**config.mk**
```make
export PLATFORM = sky130hd
export DESIGN_NAME = spine_deskew_ctrl
export DESIGN_NICKNAME = d
export VERILOG_FILES = /design/src/rtl/skew_pkg.sv /design/src/rtl/skw_pipe.sv /design/src/rtl/skw_therm.sv /design/src/rtl/skw_lock.sv /design/src/rtl/spine_deskew_ctrl.sv
export SDC_FILE = /design/constraint.sdc
export NUM_CORES = 1
export LEC_CHECK = 0
export BUFFER_PORTS_ARGS = -buffer_cell sky130_fd_sc_hd__buf_2
export CAP_MARGIN = 20
export CORE_ASPECT_RATIO = 0.5
export CORE_MARGIN = 1.5
export CORE_UTILIZATION = 49
export CTS_CLUSTER_DIAMETER = 50
export DETAILED_ROUTE_END_ITERATION = 8
export PLACE_DENSITY = 0.83
export SLEW_MARGIN = 10
export SYNTH_ARGS = -nofsm -noshare
export SYNTH_HDL_FRONTEND = slang
export SYNTH_SLANG_ARGS = --single-unit
```
**constraint.sdc**
```tcl
create_clock -name clk -period 1.2 [get_ports clk]
set_input_delay 0.18 -clock clk [delete_from_list [all_inputs] [get_ports clk]]
set_output_delay 0.18 -clock clk [all_outputs]
set_load 0.01 [all_outputs]
```
**src/rtl/skew_pkg.sv**
```systemverilog
package skew_pkg;

    typedef struct packed {
        logic vld;
        logic a_late;
    } decision_t;

    typedef struct packed {
        logic sat;
    } top_state_t;

endpackage

```
**src/rtl/skw_pipe.sv**
```systemverilog
module skw_pipe
    import skew_pkg::*;
#(
    parameter int DEPTH = 3
) (
    input  logic      clk,
    input  logic      rst_n,
    input  logic      take,
    input  logic      a_late,
    output logic      busy,
    output decision_t retire
);

    decision_t [DEPTH-1:0] stage_d, stage_q;
    logic      [DEPTH-1:0] vld_bits;

    always_comb begin
        stage_d[0].vld    = take;
        stage_d[0].a_late = a_late;
        for (int i = 1; i < DEPTH; i++) begin
            stage_d[i] = stage_q[i-1];
        end
    end

    always_ff @(posedge clk or negedge rst_n) begin
        if (!rst_n) begin
            stage_q <= '0;
        end else begin
            stage_q <= stage_d;
        end
    end

    generate
        for (genvar g = 0; g < DEPTH; g++) begin : g_vld
            assign vld_bits[g] = stage_q[g].vld;
        end
    endgenerate

    assign busy   = |vld_bits;
    assign retire = stage_q[DEPTH-1];

    // the hold-off keeps at most one decision in the pipeline
    assert_single_flight_R7: assert property (@(posedge clk) disable iff (!rst_n)
        $onehot0(vld_bits));

endmodule

```
**src/rtl/skw_therm.sv**
```systemverilog
module skw_therm #(
    parameter int TOTAL      = 16,
    parameter int RESET_CODE = 8
) (
    input  logic             clk,
    input  logic             rst_n,
    input  logic             inc,
    input  logic             dec,
    output logic [TOTAL-1:0] taps,
    output logic             empty,
    output logic             full
);

    localparam logic [TOTAL-1:0] RST_VEC = {TOTAL{1'b1}} >> (TOTAL - RESET_CODE);

    logic [TOTAL-1:0] taps_d, taps_q;

    always_comb begin
        taps_d = taps_q;
        if (inc && !full) begin
            taps_d = {taps_q[TOTAL-2:0], 1'b1};
        end else if (dec && !empty) begin
            taps_d = {1'b0, taps_q[TOTAL-1:1]};
        end
    end

    always_ff @(posedge clk or negedge rst_n) begin
        if (!rst_n) begin
            taps_q <= RST_VEC;
        end else begin
            taps_q <= taps_d;
        end
    end

    assign taps  = taps_q;
    assign empty = ~taps_q[0];
    assign full  = taps_q[TOTAL-1];

    // register always holds contiguous low-order ones
    assert_therm_shape_R2: assert property (@(posedge clk) disable iff (!rst_n)
        (taps_q & (taps_q + 1'b1)) == '0);

    // a line never moves by more than one load per cycle
    assert_one_step_R4: assert property (@(posedge clk) disable iff (!rst_n)
        $countones(taps_q ^ $past(taps_q)) <= 1);

endmodule

```
**src/rtl/skw_lock.sv**
```systemverilog
module skw_lock #(
    parameter int RUN = 4
) (
    input  logic clk,
    input  logic rst_n,
    input  logic ret_valid,
    input  logic ret_a_late,
    output logic locked
);

    localparam int CW = $clog2(RUN + 1);

    typedef struct packed {
        logic          have_prev;
        logic          prev;
        logic [CW-1:0] run;
    } lock_state_t;

    lock_state_t st_d, st_q;

    always_comb begin
        st_d = st_q;
        if (ret_valid) begin
            st_d.have_prev = 1'b1;
            st_d.prev      = ret_a_late;
            if (st_q.have_prev && (st_q.prev != ret_a_late)) begin
                if (st_q.run != CW'(RUN)) begin
                    st_d.run = st_q.run + 1'b1;
                end
            end else begin
                st_d.run = '0;
            end
        end
    end

    always_ff @(posedge clk or negedge rst_n) begin
        if (!rst_n) begin
            st_q <= '0;
        end else begin
            st_q <= st_d;
        end
    end

    assign locked = (st_q.run == CW'(RUN));

    // lock can only appear on an edge where a decision retired
    assert_lock_on_retire_R9: assert property (@(posedge clk) disable iff (!rst_n)
        $rose(locked) |-> $past(ret_valid));

endmodule

```
**src/rtl/spine_deskew_ctrl.sv**
```systemverilog
module spine_deskew_ctrl
    import skew_pkg::*;
#(
    parameter int LOADS_PER_STAGE = 8,
    parameter int INV_STAGES      = 2,
    parameter int PIPE_DEPTH      = 3,
    parameter int LOCK_RUN        = 4
) (
    input  logic                                  clk,
    input  logic                                  rst_n,
    input  logic                                  enable,
    input  logic                                  phase_vld,
    input  logic                                  phase_a_late,
    output logic [LOADS_PER_STAGE*INV_STAGES-1:0] spine_a_taps,
    output logic [LOADS_PER_STAGE*INV_STAGES-1:0] spine_b_taps,
    output logic                                  lock_o,
    output logic                                  sat_o
);

    localparam int TOTAL    = LOADS_PER_STAGE * INV_STAGES;
    localparam int MID_CODE = TOTAL / 2;
    localparam int NLINES   = 2;

    logic             busy, take;
    decision_t        ret;
    logic [NLINES-1:0] inc, dec, empty, full;
    logic [TOTAL-1:0] taps [NLINES];
    top_state_t       st_d, st_q;

    assign take = phase_vld & enable & ~busy;

    skw_pipe #(.DEPTH(PIPE_DEPTH)) u_pipe (
        .clk    (clk),
        .rst_n  (rst_n),
        .take   (take),
        .a_late (phase_a_late),
        .busy   (busy),
        .retire (ret)
    );

    // index 0 = spine A, index 1 = spine B
    always_comb begin
        inc    = '0;
        dec    = '0;
        st_d.sat = 1'b0;
        if (ret.vld) begin
            if (ret.a_late) begin
                if (!empty[0])     dec[0] = 1'b1;
                else if (!full[1]) inc[1] = 1'b1;
                else               st_d.sat = 1'b1;
            end else begin
                if (!empty[1])     dec[1] = 1'b1;
                else if (!full[0]) inc[0] = 1'b1;
                else               st_d.sat = 1'b1;
            end
        end
    end

    always_ff @(posedge clk or negedge rst_n) begin
        if (!rst_n) begin
            st_q <= '0;
        end else begin
            st_q <= st_d;
        end
    end

    generate
        for (genvar g = 0; g < NLINES; g++) begin : g_line
            skw_therm #(.TOTAL(TOTAL), .RESET_CODE(MID_CODE)) u_line (
                .clk   (clk),
                .rst_n (rst_n),
                .inc   (inc[g]),
                .dec   (dec[g]),
                .taps  (taps[g]),
                .empty (empty[g]),
                .full  (full[g])
            );
        end
    endgenerate

    skw_lock #(.RUN(LOCK_RUN)) u_lock (
        .clk        (clk),
        .rst_n      (rst_n),
        .ret_valid  (ret.vld),
        .ret_a_late (ret.a_late),
        .locked     (lock_o)
    );

    assign spine_a_taps = taps[0];
    assign spine_b_taps = taps[1];
    assign sat_o        = st_q.sat;

    // the two lines never move in the same cycle
    assert_one_line_R4: assert property (@(posedge clk) disable iff (!rst_n)
        !((spine_a_taps != $past(spine_a_taps)) && (spine_b_taps != $past(spine_b_taps))));

    // saturation report lasts a single cycle
    assert_sat_pulse_R6: assert property (@(posedge clk) disable iff (!rst_n)
        sat_o |=> !sat_o);

endmodule

```
# Word level (Yosys, flattened, before mapping)
# Cells that the tools add are included.
# op_classes
addsub,1
n_eq_ne,4
muxes,24
bitwise,3
n_reduce_logical,11
# op_table
operator,n
$mux W16,4
$mux W1,16
$mux W3,2
$logic_and A1 B1 Y1,5
$mux W2,2
$reduce_bool A2 Y1,2
$add A3 B1 Y3 const B,1
$eq A3 B3 Y1 const B,1
$ne A3 B3 Y1 const B,1
$reduce_or A3 Y1,1
$and A1 B1 Y1,2
$logic_not A1 Y1,2
$ne A2 B2 Y1 const B,1
$reduce_and A2 Y1,1
$ne A1 B1 Y1,1
$not A1 Y1,1
# totals
regBits,44
inputBits,5
out_inout_bits,34

# Longest topological paths before layout
# depth
word_depth,6
depth_mapped,6
depth_no_buf,5

# Cells and area by module
# From an unflattened synthesis, not the netlist that was laid out.
# hier_totals
cells_unflattened,188
hier_area_um2,2139.6
# modules_own_cells
module,instances,cells_per_inst,area_each_um2,seq_area_each_um2
skw_therm,2,72,817.0,410.4
skw_lock,1,25,249.0,125.1
skw_pipe,1,7,156.4,150.1
spine_deskew_ctrl,1,12,100.1,25.0

# Worst setup path after synthesis
# OpenSTA, ideal clock, no wires.
# synth_timing
path_kind,register -> register
from,register g_line[0].u_line.taps_q[0]
to,register g_line[1].u_line.taps_q[14]
setup_time_ps,129
arrival_ps,1259
setup_slack_ps,-188
path_stages_with_launch,6
path_buffers,2
period_less_slack_ps,1388
cell_sequence,dfstp_2 -> and4bb_2 -> buf_4 -> buf_4 -> nand2_1 -> nand3_1
# synth_via
elab_chain_len,5
elab_cells_between_ends,6
classes_between,mux: 4; reduce/logical: 2
# synth_rtl
element,line_no,rtl
start: declaration,skw_therm.sv:16,"logic [TOTAL-1:0] taps_d, taps_q;"
start signal: assignment,skw_therm.sv:31,taps_q <= taps_d;
$mux W1 (*),spine_deskew_ctrl.sv:48,if (!empty[0]) dec[0] = 1'b1;
$mux W1 (*),spine_deskew_ctrl.sv:47,if (ret.a_late) begin
$mux W2 (*),spine_deskew_ctrl.sv:46,if (ret.vld) begin
$logic_and A1 B1 Y1 (*),skw_therm.sv:20,if (inc && !full) begin
$mux W16 / $reduce_bool A2 Y1 (equally long branches),-,
end signal: assignment,skw_therm.sv:31,
end: declaration,skw_therm.sv:16,
# Every way passes the cells marked *; elsewhere a longest branch is shown, timed or not.
# A chain may end at the register's enable or synchronous reset.

# Final worst setup path
# layout_timing
from,"register u_pipe.stage_q, in the netlist u_pipe.retire[0]"
to,register g_line[0].u_line.taps_q[14]
# layout_via
elab_chain_len,4
elab_cells_between_ends,8
classes_between,mux: 5; reduce/logical: 3
# layout_rtl
element,line_no,rtl
start: declaration,skw_pipe.sv:14,"decision_t [DEPTH-1:0] stage_d, stage_q;"
start signal: assignment,skw_pipe.sv:29,stage_q <= stage_d;
$mux W1,spine_deskew_ctrl.sv:47,
$mux W2,spine_deskew_ctrl.sv:46,
"$logic_and A1 B1 Y1, on equally long branches","skw_therm.sv:20, skw_therm.sv:22",
$mux W16 / $reduce_bool A2 Y1 (equally long branches),-,
# Parallel ways exist; a longest one is shown, timed or not.

==> results <==
- After clock tree synthesis, the clock-pin slew on the worst setup and hold paths is 90 ps.
- The count of nets left with antenna violations once routing finished came out at 0.
- The first global-routing pass estimated between 6000 and 7000 um of wire.
- The netlist area before placement is 2010 um^2.
- The reported leakage power is roughly 1.6 nW.
- For the final database, setup skew stands at 6.07 ps.
- The maximum frequency from static timing analysis is 711 MHz.
- Global routing finished with a remaining overflow of 0.
- The congestion estimate from routability-driven global placement came to 0.809.
- The run finished, with violations left.
- When the netlist entered floorplanning its net count stood at 187.
- On the critical path, the stage with the largest delay is an instance of dfrtp_2.
- The fraction of registers with async set/reset is 1.00.
- The average via count per standard cell is 5.35.
- Wires add up to 5200 um.
- The floorplan step defined a die boundary enclosing 4520 um^2.
- Of the total power, the clock network draws 0.218.
- The row count is 16.
- The post-route cell area is about 3000 um^2.
- In the final layout, the share of cells above drive strength 1 is 0.551.
- Across the whole layout, storage elements account for about 1100 um^2.
- The max-capacitance violation count is 0.
- The multi-input combinational cells in the finished layout cover a total of 945 um^2.
- The count of fill cells added during filler insertion is roughly 240.
- Counting both buffers and inverters, the worst setup path holds a total of 1.
- In this run, CTS created clock tree buffers numbering 5.
- The maximum fanout count along the critical path is 6.
- The area of the core region is 3920 um^2.
- The number of endpoints with negative hold slack in the final report is 0.
- The synthesized design contains 0 enable-type register cells.
- The initial DRC count is approximately 100.
- After synthesis the netlist holds a flip-flop and latch count of 44.
- The clock reaches the later pin of the worst-skew pair after 310 ps.
- The routed layout has ~1700 vias.
- The effective utilization at floorplan is 0.512.
- Sorting the synthesized cells by how often they occur yields nand2_1 (31), o21ai_0 (29), dfrtp_1 (28), mux2i_1 (25), dfstp_2 (16).
- The detailed-router iteration count before antenna repair is 4.
- The tightest min-delay check is of the primary input to flip-flop type.
- Entering global routing, the biggest net connects 31 pins.
- The average wire per standard cell is 16.8 um.
- The count of mapped cells out of synthesis is 180.
- The flop-to-flop setup slack is -210 ps.
- In the routed design, unresolved DRC markers number 0.
- The maximum single-stage delay on the critical path is 490 ps.
- The library cell used as clock root buffer is clkbuf_8.
- The number of global-route vias before repair is 1308.
- Counting I/O delays and the setup requirement, the final critical path takes between 1000 and 1500 ps.
- Power spread over the standard cell area amounts to 1550 nW/um^2.
- Summed over all nets, the half-perimeter wirelength after detailed placement is 2660 um.
- The switching power summed over all nets is between 1 and 1.5 mW.
- In the final design database the tool counted 262 nets.
- The share of total power dissipated in combinational logic is 0.334.
- The number of port buffers is 38.
- The setup slack after layout is -206 ps.
- Power comes to 4.60 mW.
- The register area share after synthesis is 0.558.
- The number of antenna violations at the first check in global routing was 0.
- Timing analysis after detailed placement gives a worst setup slack of -279 ps.
- The die is 93.6 um wide.
- Measured on the finished design, the core utilization comes to 0.756.
- The H-tree generated during clock tree synthesis spans 2 levels.
- IR analysis of the VDD net gives a maximum drop of 0.904 mV.
- The kind of cell with the highest combined delay on the critical path is flip-flops.
- The global router's overall resource usage is 0.193.
- The critical path goes through nor4b_4 -> buf_6 -> nor3b_1 -> a221o_1.
- The number of clock sinks seen by CTS is 44.
- The internal power is 3.13 mW.
- The I/O pin count is 39.
- The sort of element at the start of the critical path is a flip-flop.
- The switching part of the total is 0.319.
- The worst setup path is of the flip-flop to flip-flop kind.
- The number of library cell types mapped by synthesis is 31.
- The number of diodes added for antenna fixing is 0.
- The arrival time at the worst endpoint is 1600 ps.
- Of the post-synthesis cell area, the dominant cell type holds 0.349.
- Setup repair after global routing could not meet its margin everywhere.
- The final setup violation count is 42.
- The dominant register cell in the synthesized netlist is dfrtp_1.
- In the finished design, the share of the clock period the worst path needs comes to 1.17.
- The worst setup path is captured at a flip-flop.
- The headroom to the max-slew limit is 0.755.
- The share of total power dissipated in sequential elements is 0.448.
- dfrtp_1 takes more of the synthesized area than any other cell.
- The average size of a mapped cell is 11.2 um^2.
- TritonCTS built the clock tree.
- The die is between 40 and 50 um tall.
- At the pin with the least slew margin, the transition time is roughly 370 ps.
- During synthesis, Yosys emitted a total of 0 warnings.
- In the post-synthesis netlist, the biggest area contributors are dfrtp_1 (35%), dfstp_2 (21%), mux2i_1 (12%), o21ai_0 (7.2%), nand2_1 (5.8%).
- After detailed placement, the total cell area comes to 2320 um^2.
- The most numerous cell in the Yosys netlist is nand2_1.
- The area overhead of the layout relative to synthesis is 47.6%.
- The final reports fail on setup timing.
- The clock passes through at most 2 buffers.
- The count of pins over their slew limit was 0.
- At the worst endpoint, the required time is 1400 ps.
## state kept, by name, summed over array words and instances (netlist names)
| register | cells |
|---|---|
| g_line.u_line.taps | 32 |
| u_lock.st_q | 5 |
| sat_o | 1 |
| u_pipe.retire | 2 |
| u_pipe.stage_d | 4 |
## what timing repair did
action,in CTS,in global routing
endpoints found under the setup margin,37,45
hold buffers,2,0
pin swaps,9,14
buffers inserted,8,16
cloned,1,4
hold endpoints to repair,14,0
resized for setup,25,52
## cell families (layout without fill, tap and decap cells)
kind of cell | Yosys count | in the layout | share of synthesized area
XOR/XNOR | 1 | 1 | 0.00436
AO/OA/AOI/OAI | 40 | 40 | 0.116
buffers and inverters | 21 | 96 | 0.0616
flip-flops | 44 | 44 | 0.558
multiplexers | 25 | 25 | 0.125
adder cells (fa/ha/maj) | 2 | 2 | 0.0125
AND/OR/NAND/NOR | 47 | 48 | 0.123
## final timing paths
path | start | end | depth (start not counted)
max | u_pipe.retire[0] | g_line[0].u_line.taps[14] | 4
min in group asynchronous | rst_n | u_pipe.stage_d[3] | 2
max reg2reg | u_pipe.retire[0] | g_line[0].u_line.taps[14] | 4
min | enable | u_pipe.stage_d[3] | 3
max in group asynchronous | rst_n | g_line[1].u_line.taps[3] | 3
min reg2reg | u_pipe.stage_d[2] | u_pipe.stage_d[4] | 0
## placed cells by master (no fill, tap or decap), types with 2 or more instances in the layout
cell type and n:
clkbuf_16 3, nand2_2 9, mux2i_1 25, a21oi_1 2, buf_12 3, dfrtp_2 2
buf_6 19, buf_8 2, nand2b_1 2, nand3b_4 2, nand3_2 2, dfrtp_1 26
buf_4 22, o21ai_0 2, a221o_1 3, o21ai_2 10, clkbuf_8 6, nor3b_2 2
clkbuf_1 2, nand2_4 3, inv_2 2, o21ai_1 17, inv_1 5, nand2_1 19
buf_2 30, dlygate4sd3_1 2, dfstp_2 16, o211ai_1 2
## per-stage QoR
| stage | setup TNS [ps] | hold slack (ps) | instances |
|---|---|---|---|
| 2_1_floorplan | -1620 | -116 | 180 |
| 6_report | -4890 | 91.9 | 310 |
| 3_3_place_gp | -3060 | 106 | 271 |
| 5_1_grt | -6600 | 99.3 | 310 |
| 3_5_place_dp | -5290 | 114 | 271 |
| 4_1_cts | -3460 | 83.7 | 290 |
## worst min-delay path: stages
cell and delay [ps]:
buf_2 100, nand2_1 50, nor4_1 40
## power groups by stage
stage / sequential (mW) / combinational (mW) / clock, mW
6_report: 2.06 / 1.53 / 1.00
5_1_grt: 2.09 / 1.63 / 1.08
4_1_cts: 2.00 / 1.16 / 0.992
3_5_place_dp: 2.03 / 0.816 / 0
3_3_place_gp: 2.00 / 0.788 / 0
2_1_floorplan: 2.06 / 0.413 / 0
## layout make-up
class / count / area share
clock buffers: 8 / 0.0304
inverters: 7 / 0.00886
multi-input cells: 116 / 0.318
flip-flops and latches: 44 / 0.379
well taps: 54 / 0.0228
repair buffers: 81 / 0.241
## metal layers
metal	share of wire	GRT usage
met5	0	0
met4	0.024	0.0716
met3	0.044	0.0452
met2	0.48	0.310
met1	0.45	0.265
Note: power is estimated with default switching activity, not from simulation.
